--- config.mk ---
export PLATFORM = sky130hd
export DESIGN_NAME = wp_match_unit
export DESIGN_NICKNAME = d
export VERILOG_FILES = /design/src/rtl/wp_pkg.sv /design/src/rtl/wp_regs.sv /design/src/rtl/wp_remap.sv /design/src/rtl/wp_cmp.sv /design/src/rtl/wp_match_unit.sv
export SDC_FILE = /design/constraint.sdc
export NUM_CORES = 1
export LEC_CHECK = 0
export ABC_CLOCK_PERIOD_IN_PS = 2850
export BUFFER_PORTS_ARGS = -buffer_cell sky130_fd_sc_hd__buf_4
export CAP_MARGIN = 25
export CORE_MARGIN = 8
export CORE_UTILIZATION = 55
export CTS_BUF_LIST = sky130_fd_sc_hd__clkbuf_4 sky130_fd_sc_hd__clkbuf_8
export DETAILED_ROUTE_END_ITERATION = 10
export GPL_ROUTABILITY_DRIVEN = 0
export PLACE_DENSITY = 0.9
export SYNTH_ARGS = -nofsm -noshare
export SYNTH_HDL_FRONTEND = slang
export SYNTH_SLANG_ARGS = --single-unit
--- constraint.sdc ---
create_clock -name clk -period 2.85 [get_ports clk]
set_clock_uncertainty 0.2 [all_clocks]
set_input_delay 0.1425 -clock clk [delete_from_list [all_inputs] [get_ports clk]]
set_output_delay 0.1425 -clock clk [all_outputs]
set_load 0.05 [all_outputs]
--- src/rtl/wp_pkg.sv ---
package wp_pkg;

   typedef enum logic [1:0] {
      KIND_OFF   = 2'b00,
      KIND_STORE = 2'b01,
      KIND_LOAD  = 2'b10,
      KIND_ANY   = 2'b11
   } acc_kind_e;

   localparam int SEL_W        = 3;
   localparam int SEL_ADDR_A   = 0;
   localparam int SEL_ADDR_B   = 1;
   localparam int SEL_CTRL     = 2;
   localparam int SEL_PROC_ID  = 3;
   localparam int SEL_GLOBAL   = 4;

   localparam int CTRL_K0_LSB  = 0;
   localparam int CTRL_K1_LSB  = 2;
   localparam int CTRL_RANGE   = 8;

   function automatic logic kind_accepts(acc_kind_e k, logic is_store);
      case (k)
         KIND_STORE: kind_accepts = is_store;
         KIND_LOAD:  kind_accepts = !is_store;
         KIND_ANY:   kind_accepts = 1'b1;
         default:    kind_accepts = 1'b0;
      endcase
   endfunction

endpackage

--- src/rtl/wp_regs.sv ---
module wp_regs
   import wp_pkg::*;
#(
   parameter int ADDR_W = 32,
   parameter int SLOT_W = 7
) (
   input  logic              clk,
   input  logic              rst_n,
   input  logic              we,
   input  logic [SEL_W-1:0]  sel,
   input  logic [ADDR_W-1:0] wdata,
   output logic [ADDR_W-1:0] addr_a,
   output logic [ADDR_W-1:0] addr_b,
   output acc_kind_e         kind0,
   output acc_kind_e         kind1,
   output logic              range_mode,
   output logic [SLOT_W-1:0] slot_bits,
   output logic              gen_en
);

   localparam int GEN_BIT = ADDR_W - 1;

   always_ff @(posedge clk) begin
      if (!rst_n) begin
         addr_a     <= '0;
         addr_b     <= '0;
         kind0      <= KIND_OFF;
         kind1      <= KIND_OFF;
         range_mode <= 1'b0;
         slot_bits  <= '0;
         gen_en     <= 1'b0;
      end else if (we) begin
         case (int'(sel))
            SEL_ADDR_A:  addr_a <= wdata;
            SEL_ADDR_B:  addr_b <= wdata;
            SEL_CTRL: begin
               kind0      <= acc_kind_e'(wdata[CTRL_K0_LSB +: 2]);
               kind1      <= acc_kind_e'(wdata[CTRL_K1_LSB +: 2]);
               range_mode <= wdata[CTRL_RANGE];
            end
            SEL_PROC_ID: slot_bits <= wdata[ADDR_W-1 -: SLOT_W];
            SEL_GLOBAL:  gen_en    <= wdata[GEN_BIT];
            default: ;
         endcase
      end
   end

endmodule

--- src/rtl/wp_remap.sv ---
module wp_remap #(
   parameter int ADDR_W = 32,
   parameter int SLOT_W = 7
) (
   input  logic [ADDR_W-1:0] addr_in,
   input  logic [SLOT_W-1:0] slot_bits,
   output logic [ADDR_W-1:0] addr_out
);

   localparam int LOW_W = ADDR_W - SLOT_W;

   logic [SLOT_W-1:0] top_bits;
   logic [LOW_W-1:0]  low_bits;

   always_comb begin
      top_bits = addr_in[ADDR_W-1 -: SLOT_W];
      low_bits = addr_in[LOW_W-1:0];
      if (top_bits == '0)
         addr_out = {slot_bits, low_bits};
      else
         addr_out = addr_in;
   end

endmodule

--- src/rtl/wp_cmp.sv ---
module wp_cmp
   import wp_pkg::*;
#(
   parameter int ADDR_W = 32
) (
   input  logic [ADDR_W-1:0] addr,
   input  logic              is_store,
   input  logic [ADDR_W-1:0] ref_addr,
   input  logic [ADDR_W-1:0] care_mask,
   input  acc_kind_e         kind,
   input  logic              allow,
   output logic              hit
);

   logic [ADDR_W-1:0] diff;

   always_comb begin
      diff = (addr ^ ref_addr) & care_mask;
      hit  = allow && kind_accepts(kind, is_store) && (diff == '0);
   end

endmodule

--- src/rtl/wp_match_unit.sv ---
module wp_match_unit
   import wp_pkg::*;
#(
   parameter int ADDR_W = 32,
   parameter int SLOT_W = 7,
   parameter int NUM_WP = 2
) (
   input  logic              clk,
   input  logic              rst_n,
   input  logic              cfg_we,
   input  logic [2:0]        cfg_sel,
   input  logic [31:0]       cfg_wdata,
   input  logic              acc_valid,
   input  logic [31:0]       acc_addr,
   input  logic              acc_store,
   output logic              abort_req,
   output logic [1:0]        abort_hit
);

   generate
      if (ADDR_W != 32)
         $error("wp_match_unit: ADDR_W must match the 32-bit port width");
      if (SLOT_W < 1 || SLOT_W >= ADDR_W)
         $error("wp_match_unit: SLOT_W must lie in 1..ADDR_W-1");
      if (NUM_WP != 2)
         $error("wp_match_unit: exactly two watchpoints are supported");
   endgenerate

   logic [ADDR_W-1:0] addr_a, addr_b, rel_addr;
   acc_kind_e         kind0, kind1;
   logic              range_mode, gen_en;
   logic [SLOT_W-1:0] slot_bits;
   logic [NUM_WP-1:0] hit_vec;
   logic              hit_any;

   wp_regs #(.ADDR_W(ADDR_W), .SLOT_W(SLOT_W)) u_regs (
      .clk        (clk),
      .rst_n      (rst_n),
      .we         (cfg_we),
      .sel        (cfg_sel),
      .wdata      (cfg_wdata),
      .addr_a     (addr_a),
      .addr_b     (addr_b),
      .kind0      (kind0),
      .kind1      (kind1),
      .range_mode (range_mode),
      .slot_bits  (slot_bits),
      .gen_en     (gen_en)
   );

   wp_remap #(.ADDR_W(ADDR_W), .SLOT_W(SLOT_W)) u_remap (
      .addr_in   (acc_addr),
      .slot_bits (slot_bits),
      .addr_out  (rel_addr)
   );

   genvar gi;
   generate
      for (gi = 0; gi < NUM_WP; gi++) begin : g_wp
         if (gi == 0) begin : g_base
            logic [ADDR_W-1:0] care;
            assign care = range_mode ? ~addr_b : '1;
            wp_cmp #(.ADDR_W(ADDR_W)) u_cmp (
               .addr      (rel_addr),
               .is_store  (acc_store),
               .ref_addr  (addr_a),
               .care_mask (care),
               .kind      (kind0),
               .allow     (acc_valid && gen_en),
               .hit       (hit_vec[gi])
            );
         end else begin : g_pair
            wp_cmp #(.ADDR_W(ADDR_W)) u_cmp (
               .addr      (rel_addr),
               .is_store  (acc_store),
               .ref_addr  (addr_b),
               .care_mask ('1),
               .kind      (kind1),
               .allow     (acc_valid && gen_en && !range_mode),
               .hit       (hit_vec[gi])
            );
         end
      end
   endgenerate

   assign hit_any = |hit_vec;

   always_ff @(posedge clk) begin
      if (!rst_n) begin
         abort_req <= 1'b0;
         abort_hit <= '0;
      end else begin
         abort_req <= hit_any;
         abort_hit <= hit_vec;
      end
   end

endmodule

* Yosys cells after proc, flatten, opt, wreduce, memory -nomap -nowiden
Cells that the tools add are included.
** Operators by class
- Equality and inequality tests :: 10
- Multiplexer cells :: 4
- Bitwise gates (word level) :: 4
- Reduce and logical (&&, ||, !) cells :: 18
** Operator list (count)
- 32-bit zero test :: 2
- 32-bit 2-to-1 mux :: 2
- 32-bit bitwise XOR :: 2
- 32-bit bitwise AND :: 1
- 32-bit NOT :: 1
- 2-bit AND reduction :: 5
- 2-bit == test (second input constant) :: 4
- 7-bit zero test :: 1
- 3-bit by 2-bit == test with 1-bit output (second input constant) :: 2
- 1-bit logical AND :: 6
- 1-bit case mux with 3 select lines :: 2
- 2-bit by 1-bit == test with 1-bit output (second input constant) :: 2
- 3-bit by 1-bit == test with 1-bit output (second input constant) :: 1
- 3-bit == test (second input constant) :: 1
- 3-bit zero test :: 1
- 1-bit zero test :: 2
- 2-bit OR reduction :: 1
** Storage, ports and cells
- Flip-flop bits (word level) :: 80
- Input bits :: 72
- Output and inout port bits :: 3
- Word-level logic and storage cells :: 45

* Depth between registers and ports, before layout
Gate-level depths: netlist of the first run.
- Depth in word-level cells :: 7
- Depth in mapped cells :: 7
- Depth with buffers taken out :: 6

* By module
From an unflattened synthesis of the first run, not the netlist that was laid out.
** Unflattened totals
- Cells, all modules :: 483
- Area total of the unflattened synthesis :: 4431.8 um^2
** By module, submodules not included
- wp_regs :: instances 1, cells an instance 289, area an instance 2910.3 um^2, seq. area each 1541.5 um^2
- wp_cmp :: instances 2, cells an instance 53, area an instance 473.0 um^2, seq. area each 0.0 um^2
- wp_remap :: instances 1, cells an instance 43, area an instance 311.5 um^2, seq. area each 0.0 um^2
- wp_match_unit :: instances 1, cells an instance 45, area an instance 264.0 um^2, seq. area each 60.1 um^2

* Worst setup path before layout of the first run
OpenSTA, ideal clock, no wires.
- Path kind :: input -> register
- Start point :: input port acc_addr[25]
- End point :: register abort_req
- Arrival :: 2134 ps
- Slack :: 447 ps
- Stages on the path :: 6
- Cell sequence :: nor4_1 a41oi_1 xnor2_1 a2111o_1 a2111o_1 o21bai_2
** On the way
- Word-level cells in the longest chain between the ends :: 7
- Elaborated cells on any way between the ends :: 10
- Those cells by class :: mux: 1; bitwise: 3; reduce/logical: 6
** RTL lines
- start: declaration :: line wp_match_unit.sv:14 : input logic [31:0] acc_addr,
- 7-bit zero test :: line wp_remap.sv:18 : if (top_bits == '0)
- 32-bit 2-to-1 mux (*) :: line wp_remap.sv:18
- 32-bit bitwise XOR :: line wp_cmp.sv:18 : diff = (addr ^ ref_addr) & care_mask;
- 32-bit bitwise AND :: line wp_cmp.sv:18
- 32-bit zero test :: line wp_cmp.sv:19 : hit = allow && kind_accepts(kind, is_store) && (diff == '0);
- 1-bit logical AND :: line wp_cmp.sv:19
- 2-bit OR reduction (*) :: line wp_match_unit.sv:86 : assign hit_any = |hit_vec;
- end signal: assignment :: line wp_match_unit.sv:93 : abort_req <= hit_any;
- end: declaration :: line wp_match_unit.sv:16 : output logic abort_req,
Mark *: on every way between the ends. The rest lies on a longest branch, timed or not.
A chain may end at the register's enable or synchronous reset.

* Worst setup path in the final report of the first run
- Start point :: register u_regs.addr_a[6]
- End point :: register abort_req
** On the way
- Word-level cells in the longest chain between the ends :: 5
** RTL lines
- start: declaration :: line wp_regs.sv:12 : output logic [ADDR_W-1:0] addr_a,
- start signal: assignment :: line wp_regs.sv:34 : SEL_ADDR_A: addr_a <= wdata;
- 32-bit bitwise XOR :: line wp_cmp.sv:18
- 32-bit bitwise AND :: line wp_cmp.sv:18
- 32-bit zero test :: line wp_cmp.sv:19
- 1-bit logical AND :: line wp_cmp.sv:19
- 2-bit OR reduction :: line wp_match_unit.sv:86
Every way passes these cells.

==> results of run 1 <==
-- metal layers --
layer / track usage [%] / routed length (microns) / vias up
li1: - / - / 1769
met1: 26.1 / 4520 / 1803
met2: 40.7 / 5800 / 189
met3: 7.89 / 1120 / 43
met4: 14.4 / 480 / 0
met5: 0 / 0 / -
-- registers in the layout (all words and copies together) (netlist names) --
name               flops
u_regs.range_mode      1
u_regs.addr_b         32
u_regs.slot_bits       7
u_regs.kind0           2
u_regs.kind1           2
abort_hit              2
u_regs.gen_en          1
u_regs.addr_a         32
abort_req              1
-- synthesized netlist by cell type (3+ instances only) --
library cell / n / area share [%]
nor4_1: 9 / 1.4
nand3_1: 4 / 0.51
a21boi_0: 64 / 12
o22ai_1: 11 / 1.8
a41oi_1: 6 / 1.3
xnor2_1: 33 / 7.4
clkbuf_1: 24 / 2.3
nand4_1: 8 / 1.3
xor2_1: 31 / 6.9
nand2_1: 136 / 13
mux2i_1: 15 / 3.8
a21oi_1: 3 / 0.38
nor2_1: 10 / 0.96
dfxtp_1: 80 / 41
nor2b_1: 14 / 2.2
-- worst max-delay path: cells and delay by family (launching register included) --
| kind | cells | cell delay [ns] |
|---|---|---|
| xor gates and xnor gates | 1 | 0.21 |
| DFF | 1 | 0.34 |
| and+or+nand+nor | 1 | 0.57 |
| AOI/OAI and AO/OA | 4 | 1.06 |
-- power groups by stage --
stage                     registers [uW]  clock network, uW  logic (uW)
after global placement              1180                  0         278
after CTS                           1160                812         323
after global routing                1160                868         354
after detailed placement            1180                  0         285
final                               1160                813         331
after floorplan                     1180                  0         141
-- cell type report --
type | instances | area, sq um
clock inverter | 6 | 61.3
tap | 96 | 120
inverter | 2 | 7.51
multi-input combinational | 360 | 2220
timing repair buffer | 113 | 931
sequential | 80 | 1600
clock buffer | 9 | 124
fill | 490 | 1770
-- worst min-delay path by stage --
| stage | startpoint | end | slack, ns | cells past startpoint |
|---|---|---|---|---|
| CTS | cfg_sel[2] | u_regs.gen_en | 0.01 | 4 |
| global route | cfg_sel[2] | u_regs.gen_en | 0.08 | 4 |
| global placement | cfg_wdata[4] | u_regs.addr_b[4] | 0.21 | 3 |
| floorplan | cfg_wdata[21] | u_regs.addr_a[21] | 0.09 | 2 |
| detailed placement | cfg_wdata[20] | u_regs.addr_b[20] | 0.22 | 3 |
| finish | cfg_sel[2] | u_regs.gen_en | 0.02 | 4 |
-- logic make-up (layout without fill, tap and decap cells) --
kind of cell | after synthesis | in the layout | share of synthesized area (%)
simple gates | 189 | 189 | 20.8
compound gates | 92 | 92 | 17.6
flops | 80 | 80 | 40.9
xor+xnor | 64 | 64 | 14.3
buf+inv | 26 | 130 | 2.49
mux | 15 | 15 | 3.84
-- through the flow --
| stage | hold WS [ns] | power (uW) |
|---|---|---|
| after global routing | 0.0795 | 2380 |
| after detailed placement | 0.224 | 1470 |
| after CTS | 0.0141 | 2290 |
| after floorplan | 0.0874 | 1320 |
| after global placement | 0.213 | 1460 |
| final | 0.0158 | 2300 |
-- repair_timing --
item,4_1_cts,5_1_grt
resized for setup,0,0
hold buffers,33,0
hold endpoints to repair,78,0
==> results.cfg, run 1 <==
[outcome]
status = completed

[route]
drt_iter0_markers = 311
ant_nets = 0
avgRoutedWirePerCell_microns = 17.9
via_per_inst = 5.71
wl_microns = 11900
num_vias = 3804
drc = 0
drt_pass1_iterations = 5

[cells_and_area]
syn2layout_area_growth_pct = 29.4
fin_nets = 638
instances_no_fill = 666
final_common_cell = nand2_1
fin_area_sq_um = 5060
antenna_cells = 0
final_util_pct = 74.1
drive_gt1_share_pct = 17.2
final_cell_mix = nand2_1 (136), dfxtp_1 (80), buf_4 (80)

[clock_network]
clk_pin_slew_worst_paths_ns = 0.08
cts.sinks = 80
cts_max_level = 3
cts_tree = yes
cts_root_buf = clkbuf_8
insertion_delay_ns = 0.36
post_cts_buffers = 0
cts_max_path_buffers = 2
cts_made_buffers = 9

[sta]
hold_violations = 0
slew_violations = 0
setup_violations = 0
max_freq_ghz = 0.408
worst_slew_pin_slew_ns = 0.692
period_share_pct = 86.1
timing.slew.headroom_pct = 53.9
worst_slack_ns = 0.397
period_minus_slack_ns = 2.45
rsz0062_at_grt = false
final.setup.tns_ns = 0

[setup_path]
endpoint = abort_req
path_common_cell = a2111o_1
cp_max_fo = 2
timing.rr.start = u_regs.addr_a[6]
slowest_stage = or4_1
critPathArrivalTime_ns = 2.55
reg2reg_depth = 6
cp-end-kind = flip-flop
cp.required_ns = 2.95
startpoint = u_regs.addr_a[6]
critPathKind = reg -> reg
reg2reg_slack_ns = 0.40
start_kind = flip-flop
critPathMaxStageDelay_ns = 0.57
crit_chain = xnor2_1 > o22ai_1 > or4_1 > a2111o_1 > a2111o_1 > o21bai_2
worst_r2r_endpoint = abort_req

[floorplanning]
ios = 75
fp.dieH_microns = 100
die_area_sq_um = 10100
initial_core_util_pct = 57.3
design.core.area_sq_um = 6830
rows = 30
die_w_microns = 100

[power]
switching_share_pct = 25.8
intPower_uw = 1710
p_seq_share_pct = 50.3
leakagePower_uw = 0.00193
vdd_drop_max_mv = 0.255
powerDensity_nw_per_um2 = 455
p_sw_uw = 593
p_comb_share_pct = 14.4
pwr-share-clk_pct = 35.3

[synth]
synth.avg_cell_area_sq_um = 8.40
yosysSeqAreaShare_pct = 40.9
yosys_warnings = 0
synth_async_sr_flop_share_pct = 0
syn_area_sq_um = 3910
synth_cell_types = 27
syn_nets = 538
syn_inst = 466
synth_seq_cells = 80
synth-edff-count = 0
synth_flop_cell = dfxtp_1

[global_route]
first_global_vias = 4070
grt_max_degree = 78
grt_pass1_wl_microns = 19200
grt_usage_pct = 24.2
antenna_found_initial = 0
grt-ovfl-total = 0

[placement]
numPortBuffers = 74
dp_slack_ns = 0.439
post_dp_cell_area_sq_um = 4550
dpl.hpwl_microns = 8250
dp.cells = 618

[worst_hold_path]
hold_path_class = in -> reg

[run]
maxCapViolations = 0
Power figures use the tool's default switching activity.
==> inputs of run 2 (changes only) <==
Settings changed: CORE_MARGIN 8 to 3.
==> results.cfg, run 2 (synthesis results as in run 1) <==
[route]
num_vias = 3809
via_per_inst = 5.70
drt-met1-wl_microns = 4390
drt_iter0_markers = 319
avgRoutedWirePerCell_microns = 17.4
drc = 0
top_layer = met4
dr_wl_met2_microns = 5650
met3_length_microns = 1120
ant_nets = 0
drt_pass1_iterations = 8
wl_microns = 11600

[placement]
dp_slack_ns = 0.490
dp.cells = 618
dpl.hpwl_microns = 7700
numPortBuffers = 74

[clock_network]
cts_made_buffers = 9
cts_root_buf = clkbuf_8
insertion_delay_ns = 0.36
cts_tree = yes
cts_max_path_buffers = 2
post_cts_buffers = 0
cts.sinks = 80
clk_pin_slew_worst_paths_ns = 0.08
cts_max_level = 3

[sta]
timing.slew.headroom_pct = 53.9
period_share_pct = 84.8
worst_slack_ns = 0.433
rsz0062_at_grt = false
setup_violations = 0
final.setup.tns_ns = 0
period_minus_slack_ns = 2.42
worst_slew_pin_slew_ns = 0.691
max_freq_ghz = 0.414
hold_violations = 0
slew_violations = 0

[global_route]
antenna_found_initial = 0
first_global_vias = 3962
grt_usage_pct = 28.9
grt-ovfl-total = 0
grt_max_degree = 78
grt_pass1_wl_microns = 19000

[cells_and_area]
final_common_cell = nand2_1
final_util_pct = 75.0
drive_gt1_share_pct = 17.3
final_cell_mix = nand2_1 (136), dfxtp_1 (80), buf_4 (80)
reg_top3 = u_regs.addr_a x32, u_regs.addr_b x32, u_regs.slot_bits x7
syn2layout_area_growth_pct = 31.0
instances_no_fill = 668
antenna_cells = 0
fin_nets = 639

[setup_path]
cp-end-kind = flip-flop
critPathKind = reg -> reg
critical_path.top_delay_family = compound AO/OA/AOI/OAI gates
startpoint = u_regs.addr_a[0]
path_common_cell = a2111o_1
crit_chain = xnor2_1 > o22ai_1 > or4_1 > a2111o_1 > a2111o_1 > o21bai_2
cp.required_ns = 2.95
critPathBufInv = 0
start_kind = flip-flop
slowest_stage = or4_1
timing.rr.start = u_regs.addr_a[0]
critPathMaxStageDelay_ns = 0.52
cp_max_fo = 2
critPathArrivalTime_ns = 2.52

[power]
vdd_drop_max_mv = 0.301
power_uw = 2510
powerDensity_nw_per_um2 = 489
leakagePower_uw = 0.00196

[worst_hold_path]
hold_start = cfg_sel[2]
hold_path_class = in -> reg

[floorplanning]
design.core.area_sq_um = 6830
initial_core_util_pct = 57.3
die_area_sq_um = 8160
rows = 30
ios = 75
fp.dieH_microns = 90.3
die_w_microns = 90.3

[run]
maxCapViolations = 0

[outcome]
status = completed
run 2: cell types whose count changed in the layout (fill, tap and decap cells not counted):
cell / delta
dlygate4sd3_1: +1
clkinv_2: -1
clkbuf_4: +1
bufinv_16: +2
clkinv_4: -1
run 2: final cells by class:
cell class                 instances  area [sq um]
tap                               96           120
inverter                           2          7.51
multi-input combinational        360          2220
sequential                        80          1600
timing repair buffer             114           941
clock inverter                     6           108
clock buffer                      10           131
fill                             472          1710
run 2: what timing repair did:
item / CTS / global route
endpoints found under the hold margin: 78 / 0
resized for setup: 0 / 0
hold buffers: 34 / 0
run 2: per-layer routing:
metal | global-route usage (%) | vias up
li1 | - | 1776
met1 | 34.0 | 1758
met2 | 49.7 | 218
met3 | 7.67 | 57
met4 | 12.5 | 0
met5 | 0 | -
run 2: path summary, 6_finish.rpt:
check / end / slack [ns] / depth (start not counted)
min reg2reg: u_regs.addr_a[26] / 0.28 / 2
max reg2reg: abort_req / 0.43 / 6
max: abort_req / 0.43 / 6
min: u_regs.gen_en / 0.02 / 4
run 2: worst min-delay path, stage by stage:
cell and delay [ns]:
buf_4 0.08, nand3_1 0.08, mux2i_1 0.15, nor2b_1 0.07
run 2: stage by stage:
| step | hold WS, ns | cell area [sq um] |
|---|---|---|
| floorplan | 0.0874 | 3910 |
| global placement | 0.213 | 4550 |
| detailed placement | 0.221 | 4550 |
| CTS | 0.0248 | 5120 |
| global route | 0.0455 | 5120 |
| finish | 0.0156 | 5120 |
run 2: power by group:
group	total [uW]	switching [uW]	leakage (uW)	internal, uW
sequential	1160	19.1	0.000647	1140
combinational	332	158	0.00119	174
clock	1020	428	0.000120	589
total	2510	605	0.00196	1900
==> inputs of run 3 (changes only) <==
Settings changed: ABC_CLOCK_PERIOD_IN_PS 2850 to 2300.
Clock period 2.85 ns to 2.3 ns, I/O delays scaled along.
==> results.cfg, run 3 (synthesis results as in run 1) <==
[outcome]
status = completed

[clock_network]
clk_pin_slew_worst_paths_ns = 0.08
cts_max_path_buffers = 2
cts_max_level = 3
insertion_delay_ns = 0.36
cts_root_buf = clkbuf_8
cts_tree = yes
cts.sinks = 80
cts_made_buffers = 9

[route]
wl_microns = 11900
num_vias = 3892
ant_nets = 0
via_per_inst = 5.77
drt_pass1_iterations = 5
drt_iter0_markers = 359
drc = 0
avgRoutedWirePerCell_microns = 17.6

[power]
vdd_drop_max_mv = 0.479
powerDensity_nw_per_um2 = 561
power_uw = 2930
leakagePower_uw = 0.00201

[cells_and_area]
drive_gt1_share_pct = 20.7
nFillCells = 471
fin_nets = 647
syn2layout_area_growth_pct = 33.3
antenna_cells = 0
reg_top3 = u_regs.addr_a x32, u_regs.addr_b x32, u_regs.slot_bits x7
final_cell_mix = nand2_1 (136), buf_4 (87), dfxtp_1 (75)
fin_area_sq_um = 5220
final_common_cell = nand2_1

[setup_path]
cp-end-kind = flip-flop
critPathKind = reg -> reg
cp.required_ns = 2.40
cp_max_fo = 2
start_kind = flip-flop
critPathArrivalTime_ns = 2.39
reg2reg_slack_ns = 0.01

[global_route]
grt.busiest_layer = met2
grt_use_met3_pct = 4.50
grt_max_degree = 78
antenna_found_initial = 0
first_global_vias = 3722
grt-ovfl-total = 0
grt_pass1_wl_microns = 17900
grtUsageMet1_pct = 33.3
grt_usage_pct = 27.5
use_met2_pct = 47.4

[floorplanning]
initial_core_util_pct = 57.3
ios = 75
die_area_sq_um = 8160
design.core.area_sq_um = 6830
fp.dieH_microns = 90.3
die_w_microns = 90.3
rows = 30

[sta]
final.setup.tns_ns = 0
hold_violations = 0
period_share_pct = 99.4
slew_violations = 0
setup_violations = 0
timing.slew.headroom_pct = 53.7
max_freq_ghz = 0.437
period_minus_slack_ns = 2.29
worst_slew_pin_slew_ns = 0.694

[placement]
numPortBuffers = 74
post_dp_cell_area_sq_um = 4570
dpl.hpwl_microns = 7580

[run]
maxCapViolations = 0

[worst_hold_path]
hold_path_class = in -> reg
==> run 3: changes by cell type in the layout (fill, tap and decap cells not counted), moves of 2 or more <==
cell / previous run / this run
dfxtp_1: 80 / 75
dfxtp_2: 0 / 5
xnor2_1: 33 / 27
xnor2_2: 0 / 6
bufinv_16: 3 / 1
buf_4: 80 / 87
==> run 3: power breakdown <==
group | internal [uW] | total, uW | leakage (uW) | switching (uW)
Combinational | 231 | 434 | 0.00126 | 203
Sequential | 1410 | 1440 | 0.000650 | 23.9
Clock | 548 | 1060 | 0.0000993 | 509
Total | 2190 | 2930 | 0.00201 | 736
==> run 3: per-stage QoR <==
step                      util [%]  setup WS, ns  hold WS [ns]  cells
after floorplan                  -         0.106        0.0599    466
after global placement        67.0       -0.0199         0.185    621
after detailed placement      67.0       -0.0424         0.194    621
after CTS                     75.5       0.00857        0.0253    675
after global routing          76.4       -0.0291        0.0808    675
final                         76.4        0.0128        0.0319    675
==> run 3: area by class of cell <==
cell class / instances / area, sq um / area share, %
clock buffers: 12 / 153 / 2.93
well taps: 96 / 120 / 2.30
multi-input cells: 360 / 2280 / 43.8
flip-flops and latches: 80 / 1610 / 30.8
clock inverters: 3 / 42.5 / 0.816
repair buffers: 122 / 1000 / 19.2
inverters: 2 / 7.51 / 0.144
==> run 3: metal layers <==
metal / routed length (microns) / share of wire [%] / vias to the layer above
met1: 4660 / 39 / 1804
met4: 614 / 5.2 / 0
met3: 921 / 7.8 / 78
met5: 0 / 0 / -
li1: - / - / 1789
met2: 5680 / 48 / 221
==> run 3: worst max-delay path, stage by stage, from the launching register on <==
cell and delay [ns]:
dfxtp_2 0.34, xnor2_2 0.17, o22ai_1 0.12, or4_4 0.55, a2111o_1 0.30, a2111o_1 0.42
o21bai_2 0.12
==> run 3: what timing repair did <==
action / CTS / global route
hold buffers: 35 / 0
hold endpoints to repair: 78 / 0
gates resized for setup: 1 / 13
setup buffers: 4 / 0
endpoints found under the setup margin: 2 / 2
pin swaps: 2 / 11
==> run 3: worst paths after layout <==
| path | from | end | cells after the start |
|---|---|---|---|
| max | u_regs.addr_a[0] | abort_req | 6 |
| min reg2reg | u_regs.addr_a[25] | u_regs.addr_a[25] | 2 |
| max reg2reg | u_regs.addr_a[0] | abort_req | 6 |
| min | acc_addr[29] | abort_hit[1] | 5 |
